`src/rtl/abr_pkg.sv`:
```
package abr_pkg;
  typedef enum logic [2:0] {
    ST_IDLE,
    ST_SYNC,
    ST_DATA,
    ST_GAP,
    ST_RECOV
  } rx_state_e;
endpackage

```
`src/rtl/abr_edge_det.sv`:
```
module abr_edge_det (
  input  logic clk_i,
  input  logic rst_ni,
  input  logic line_i,
  output logic fall_o
);
  logic line_q;

  always_ff @(posedge clk_i or negedge rst_ni) begin
    if (!rst_ni) line_q <= 1'b1;
    else         line_q <= line_i;
  end

  assign fall_o = line_q & ~line_i;
endmodule

```
`src/rtl/abr_limits.sv`:
```
module abr_limits #(
  parameter int PW         = 12,
  parameter int CW         = 19,
  parameter int RW         = 16,
  parameter int PAUSE_BITS = 63,
  parameter int RECOV_BITS = 12
) (
  input  logic [PW-1:0] period_i,
  output logic [CW-1:0] first_o,
  output logic [CW-1:0] pause_o,
  output logic [RW-1:0] recov_o
);
  logic [CW-1:0] half;

  assign half    = CW'(period_i >> 1);
  assign first_o = CW'(period_i) + half;
  assign pause_o = CW'(period_i) * CW'(PAUSE_BITS);
  assign recov_o = RW'(period_i) * RW'(RECOV_BITS);
endmodule

```
`src/rtl/abr_shreg.sv`:
```
module abr_shreg #(
  parameter int DW = 8
) (
  input  logic          clk_i,
  input  logic          rst_ni,
  input  logic          preset_i,
  input  logic          shift_i,
  input  logic          bit_i,
  input  logic          commit_i,
  input  logic          sof_i,
  output logic [DW-1:0] byte_o,
  output logic          valid_o,
  output logic          sof_o
);
  // sync bits 2,1,0 already known when the period is measured
  localparam logic [2:0] SYNC_HEAD = 3'b101;

  logic [DW-1:0] sh_q;

  always_ff @(posedge clk_i or negedge rst_ni) begin
    if (!rst_ni) begin
      sh_q    <= '0;
      byte_o  <= '0;
      valid_o <= 1'b0;
      sof_o   <= 1'b0;
    end else begin
      valid_o <= commit_i;
      sof_o   <= commit_i & sof_i;
      if (commit_i) byte_o <= sh_q;
      if (preset_i)     sh_q <= {SYNC_HEAD, {(DW-3){1'b0}}};
      else if (shift_i) sh_q <= {bit_i, sh_q[DW-1:1]};
    end
  end
endmodule

```
`src/rtl/autobaud_line_rx.sv`:
```
module autobaud_line_rx
  import abr_pkg::*;
#(
  parameter int PW          = 12,
  parameter int DW          = 8,
  parameter int MIN_PERIOD  = 16,
  parameter int GLITCH_CYC  = 16,
  parameter int PAUSE_BITS  = 63,
  parameter int RECOV_BITS  = 12,
  parameter int INIT_PERIOD = 16
) (
  input  logic          clk_i,
  input  logic          rst_ni,
  input  logic          line_i,
  output logic [DW-1:0] byte_o,
  output logic          byte_valid_o,
  output logic          frame_start_o,
  output logic          error_o,
  output logic [PW-1:0] bit_period_o
);
  localparam int CW = PW + $clog2(PAUSE_BITS + 2);
  localparam int RW = PW + $clog2(RECOV_BITS + 1);
  localparam int IW = $clog2(DW + 1);
  localparam logic [CW-1:0] SYNC_LAST  = CW'((64'd1 << (PW + 2)) - 64'd1);
  localparam logic [CW-1:0] MIN_SYNC   = CW'(4 * MIN_PERIOD);
  localparam logic [CW-1:0] GLITCH_LIM = CW'(GLITCH_CYC);
  localparam logic [IW-1:0] SYNC_KNOWN = IW'(3);
  localparam logic [IW-1:0] STOP_IDX   = IW'(DW);

  rx_state_e     state_q, state_d;
  logic [CW-1:0] cyc_q, cyc_d, tgt_q, tgt_d;
  logic [PW-1:0] period_q, period_d;
  logic [RW-1:0] rcnt_q, rcnt_d;
  logic [IW-1:0] idx_q, idx_d;
  logic          fcnt_q, fcnt_d, first_q, first_d, err_q;
  logic          err_set, preset, shift, commit, fall;
  logic [CW-1:0] first_lim, pause_lim;
  logic [RW-1:0] recov_lim;

  abr_edge_det u_edge (
    .clk_i  (clk_i),
    .rst_ni (rst_ni),
    .line_i (line_i),
    .fall_o (fall)
  );

  abr_limits #(
    .PW(PW), .CW(CW), .RW(RW), .PAUSE_BITS(PAUSE_BITS), .RECOV_BITS(RECOV_BITS)
  ) u_lim (
    .period_i (period_q),
    .first_o  (first_lim),
    .pause_o  (pause_lim),
    .recov_o  (recov_lim)
  );

  abr_shreg #(.DW(DW)) u_sh (
    .clk_i    (clk_i),
    .rst_ni   (rst_ni),
    .preset_i (preset),
    .shift_i  (shift),
    .bit_i    (line_i),
    .commit_i (commit),
    .sof_i    (first_q),
    .byte_o   (byte_o),
    .valid_o  (byte_valid_o),
    .sof_o    (frame_start_o)
  );

  always_comb begin
    state_d  = state_q;
    cyc_d    = cyc_q;
    tgt_d    = tgt_q;
    period_d = period_q;
    rcnt_d   = rcnt_q;
    idx_d    = idx_q;
    fcnt_d   = fcnt_q;
    first_d  = first_q;
    err_set  = 1'b0;
    preset   = 1'b0;
    shift    = 1'b0;
    commit   = 1'b0;
    unique case (state_q)
      ST_IDLE: begin
        if (fall) begin
          state_d = ST_SYNC;
          cyc_d   = CW'(1);
          fcnt_d  = 1'b0;
        end
      end
      ST_SYNC: begin
        cyc_d = cyc_q + CW'(1);
        if (line_i && cyc_q < GLITCH_LIM) begin
          err_set = 1'b1;
        end else if (fall) begin
          if (!fcnt_q) begin
            fcnt_d = 1'b1;
          end else if (cyc_q < MIN_SYNC) begin
            err_set = 1'b1;
          end else begin
            // span covers four bit times
            period_d = cyc_q[PW+1:2];
            tgt_d    = cyc_q + CW'(cyc_q[PW+1:3]);
            idx_d    = SYNC_KNOWN;
            preset   = 1'b1;
            first_d  = 1'b1;
            state_d  = ST_DATA;
          end
        end else if (cyc_q == SYNC_LAST) begin
          err_set = 1'b1;
        end
      end
      ST_DATA: begin
        cyc_d = cyc_q + CW'(1);
        if (line_i && cyc_q < GLITCH_LIM) begin
          err_set = 1'b1;
        end else if (cyc_q == tgt_q) begin
          if (idx_q == STOP_IDX) begin
            if (line_i) begin
              commit  = 1'b1;
              first_d = 1'b0;
              state_d = ST_GAP;
            end else begin
              err_set = 1'b1;
            end
          end else begin
            shift = 1'b1;
            idx_d = idx_q + IW'(1);
            tgt_d = tgt_q + CW'(period_q);
          end
        end
      end
      ST_GAP: begin
        cyc_d = cyc_q + CW'(1);
        if (cyc_q > pause_lim) begin
          err_set = 1'b1;
        end else if (fall) begin
          state_d = ST_DATA;
          cyc_d   = CW'(1);
          idx_d   = '0;
          tgt_d   = first_lim;
        end
      end
      ST_RECOV: begin
        if (!line_i)                          rcnt_d  = '0;
        else if (rcnt_q == recov_lim - RW'(1)) state_d = ST_IDLE;
        else                                  rcnt_d  = rcnt_q + RW'(1);
      end
      default: state_d = ST_RECOV;
    endcase
    if (err_set) begin
      state_d = ST_RECOV;
      rcnt_d  = '0;
      first_d = 1'b0;
    end
  end

  always_ff @(posedge clk_i or negedge rst_ni) begin
    if (!rst_ni) begin
      state_q  <= ST_IDLE;
      cyc_q    <= '0;
      tgt_q    <= '0;
      period_q <= PW'(INIT_PERIOD);
      rcnt_q   <= '0;
      idx_q    <= '0;
      fcnt_q   <= 1'b0;
      first_q  <= 1'b0;
      err_q    <= 1'b0;
    end else begin
      state_q  <= state_d;
      cyc_q    <= cyc_d;
      tgt_q    <= tgt_d;
      period_q <= period_d;
      rcnt_q   <= rcnt_d;
      idx_q    <= idx_d;
      fcnt_q   <= fcnt_d;
      first_q  <= first_d;
      err_q    <= err_set;
    end
  end

  assign error_o      = err_q;
  assign bit_period_o = period_q;


  byte_pulse_chk: assert property (@(posedge clk_i) disable iff (!rst_ni)
    byte_valid_o |=> !byte_valid_o);

  sof_qual_chk: assert property (@(posedge clk_i) disable iff (!rst_ni)
    frame_start_o |-> byte_valid_o);

  byte_err_excl_chk: assert property (@(posedge clk_i) disable iff (!rst_ni)
    !(byte_valid_o && error_o));

  period_floor_chk: assert property (@(posedge clk_i) disable iff (!rst_ni)
    !$stable(bit_period_o) |-> bit_period_o >= PW'(MIN_PERIOD));

  recov_exit_chk: assert property (@(posedge clk_i) disable iff (!rst_ni)
    (state_q == ST_RECOV) |=> (state_q == ST_RECOV || state_q == ST_IDLE));

  pause_bound_chk: assert property (@(posedge clk_i) disable iff (!rst_ni)
    (state_q == ST_GAP) |-> (cyc_q <= pause_lim + CW'(1)));
endmodule

```
`config.mk`:
```
export PLATFORM = sky130hd
export DESIGN_NAME = autobaud_line_rx
export DESIGN_NICKNAME = d
export VERILOG_FILES = /design/src/rtl/abr_pkg.sv /design/src/rtl/abr_edge_det.sv /design/src/rtl/abr_limits.sv /design/src/rtl/abr_shreg.sv /design/src/rtl/autobaud_line_rx.sv
export SDC_FILE = /design/constraint.sdc
export NUM_CORES = 1
export LEC_CHECK = 0
export ABC_CLOCK_PERIOD_IN_PS = 11700
export BUFFER_PORTS_ARGS = -buffer_cell sky130_fd_sc_hd__buf_2
export CORE_UTILIZATION = 60
export CTS_CLUSTER_DIAMETER = 30
export CTS_CLUSTER_SIZE = 16
export DETAILED_ROUTE_END_ITERATION = 8
export PLACE_DENSITY = 0.77
export SLEW_MARGIN = 5
export SYNTH_ARGS = -nofsm -noshare
export SYNTH_HDL_FRONTEND = slang
export SYNTH_HIERARCHICAL = 1
export SYNTH_SLANG_ARGS = --single-unit
```
`constraint.sdc`:
```
create_clock -name clk_i -period 11.7 [get_ports clk_i]
set_clock_uncertainty 0.05 [all_clocks]
set_input_delay 2.34 -clock clk_i [delete_from_list [all_inputs] [get_ports clk_i]]
set_output_delay 2.34 -clock clk_i [all_outputs]
set_load 0.005 [all_outputs]
```
==> results.toml <==
[cts]
clock_sinks = 95
cts_tree = "built"
ctsHoldBuffers = 0
cts.path.max_buffers = 2
cts_buffers = 9
clk_pin_slew_ns = 0.08
cts_setup_buffers = 0
post_cts_resized = 0
root_buffer = "clkbuf_16"
h-tree-depth = 3
clock_latency_ns = 0.37

[cells_and_area]
final_nets = 1268
post-route-util_pct = 63.82
final_common_cell = "inv_1"
syn_to_final_growth_pct = 3.685
antenna_cells = 0
drive_above_1_share_pct = 9.193
fin_area_um2 = 10140
final_cell_mix = "inv_1, dfrtp_1, nor2_1"
fillers = 1365

[power]
seqPwrFrac_pct = 41.7
ir_drop_v = 0.0001141
swShare_pct = 37.71
power_leakage_nw = 4.591
finalPower_mw = 0.9927
p_sw_mw = 0.3744
p_comb_share_pct = 27.3
power_frac_clock_pct = 31.0
p_int_mw = 0.6183
power_density_nw_per_um2 = 97.91

[route]
finalWirelength_um = 24250
drt-initial-drc-count = 799
post_drt_wl_per_cell_um = 17.71
firstDrtPassIters = 5
num_vias = 8419
drc = 0
drtAntennaViolNets = 0
vias_per_cell = 6.150

[die]
core_um2 = 15890
io_pins = 26
dieArea_um2 = 16810
rows = 46
initial_utilization_pct = 61.55
die_width_um = 129.7
die_h_um = 129.7

[synthesis]
syn_area_um2 = 9778
ys_ff_latch = 95
syn_inst = 1172
synthFlopType = "dfrtp_1"
synth_area_leaders = "dfrtp_1, ha_1, fa_1, xnor2_1, o21ai_0"
synth_cell_types = 83
synth_top_area_share_pct = 23.80
yosysTopAreaCell = "dfrtp_1"
synth.avg_cell_area_um2 = 8.343
seq_area_frac_synth_pct = 24.34
async_reset_ff_share_pct = 100.0
yosysWarnings = 6
synth-edff-count = 0

[sta]
period_share_pct = 56.53
max_freq_mhz = 151.2
hold_viol_final = 0
max_slew_margin_pct = 43.32
worstMarginPinSlew_ns = 0.8470
fin_crit_ns = 6.613
fin_setup_tns_ns = 0
worst_slack_ns = 5.087
rsz0062_at_grt = "false"
maxSlewViolCount = 0
finalSetupViolCount = 0

[min_path]
hold_depth = 1
hp-class = "flop to flop"

[worst_setup_path]
r2r_cells = 22
slowest_stage = "or4_1"
arrival_ns = 6.82
max_stage_delay_ns = 0.67
critPathLaunchType = "flop"
endpoint_kind = "flop"
crit_chain = "fa_1 -> inv_1 -> fa_1 -> fa_1 -> inv_1 -> ha_1 -> a21oi_2 -> nand2_1 -> a31oi_2 -> o31ai_1 -> a21oi_1 -> xnor2_1 -> inv_1 -> ha_1 -> and3_1 -> nand4_1 -> or4_1 -> a21oi_1 -> o21ai_2 -> buf_4 -> nand2b_1 -> a22o_1"
cp_data_required_time_ns = 11.91
path_max_fanout = 38
worstSetupPathType = "flop to flop"

[run]
drv_cap = 0

[global_route]
antenna_found_initial = 0
grt_pass1_wl_um = 40430
grt_pass1_vias = 8000
grt_usage_pct = 31.18
overflow = 0
grt_max_degree = 57

[run_status]
outcome = "completed"

[place]
gp_congestion = 0.8952
dpl_cell_area_um2 = 9827
dpl.hpwl_um = 18310
numPortBuffers = 25
pre_cts_slack_ns = 5.174
worst paths after layout:
kind | from | endpoint | slack [ns]
min | first_q | u_sh/sof_o | 0.44
min in group asynchronous | rst_ni | rcnt_q[7] | 1.89
max in group asynchronous | rst_ni | bit_period_o[10] | 8.57
min reg2reg | first_q | u_sh/sof_o | 0.44
max reg2reg | bit_period_o[5] | tgt_q[18] | 5.09
max | bit_period_o[5] | tgt_q[18] | 5.09
cell usage after synthesis, drive strengths merged, types with 8 or more instances:
master    n
nor4     16
nand3    41
nand2b   10
clkbuf   39
nand4    22
a211oi   12
buf      36
o21ai    97
o21a      9
xnor2    58
mux2     21
and3     10
nor3     29
dfrtp    93
nand2    89
ha       83
xor2     25
a21o     16
o211ai   17
inv     105
fa       34
a21oi    72
mux2i    13
a31oi    13
nor2     92
o31ai    10
nor2b    12
or3       8
metrics by stage:
stage	hold WS [ns]	cells
4_1_cts	0.4439	1369
6_report	0.4412	1369
3_5_place_dp	0.4262	1353
3_3_place_gp	0.4200	1353
5_1_grt	0.4745	1369
2_1_floorplan	0.4039	1180
sequential cells by signal, summed over array words and instances, names as in the netlist:
signal and count:
cyc_q 19, tgt_q 19, rcnt_q 16, bit_period_o 12, u_sh/byte_o 8, u_sh/sh_q 8, idx_q 4, state_q 3
error_o 1, fcnt_q 1, first_q 1, u_edge/line_q 1, u_sh/sof_o 1, u_sh/valid_o 1
kinds of logic after synthesis:
group,count (synthesis),share of synthesized area [%]
xor gates and xnor gates,83,7.434
DFF,95,24.34
muxes,34,3.749
other,1,0.03835
AOI/OAI and AO/OA,289,18.71
and+or+nand+nor,372,19.58
buffers and inverters,181,8.573
adders and majority gates,117,17.58
critical path, delay by kind of cell, from the launching register on:
kind                       cells  cell delay (ns)
adders and majority gates      5             2.31
AOI/OAI and AO/OA              7             1.74
and+or+nand+nor                5             1.25
DFF                            1             0.55
buffers and inverters          4             0.44
xor gates and xnor gates       1             0.15
power groups by stage:
stage | Sequential [mW] | Combinational (mW) | Clock, mW
2_1_floorplan | 0.375 | 0.230 | 0
3_5_place_dp | 0.417 | 0.264 | 0
3_3_place_gp | 0.417 | 0.258 | 0
5_1_grt | 0.415 | 0.310 | 0.324
6_report | 0.414 | 0.271 | 0.308
4_1_cts | 0.410 | 0.266 | 0.312
metal layers:
layer / track usage, % / wire length [um] / part of all wire, % / vias up
li1: - / - / - / 4049
met1: 43.86 / 11190 / 46 / 3996
met2: 46.93 / 10550 / 44 / 305
met3: 5.987 / 1652 / 6.8 / 69
met4: 13.13 / 849 / 3.5 / 0
met5: 0 / 0 / 0 / -
cell type report:
cell class / count / area, um2 / area share (%)
sequential: 95 / 2380 / 23.47
tap: 216 / 270.3 / 2.666
inverter: 106 / 397.9 / 3.924
clock buffer: 9 / 225.2 / 2.221
multi-input combinational: 904 / 6599 / 65.09
timing repair buffer: 32 / 180.2 / 1.777
clock inverter: 7 / 86.33 / 0.8515
No activity file was read; power rests on OpenSTA's default activity.
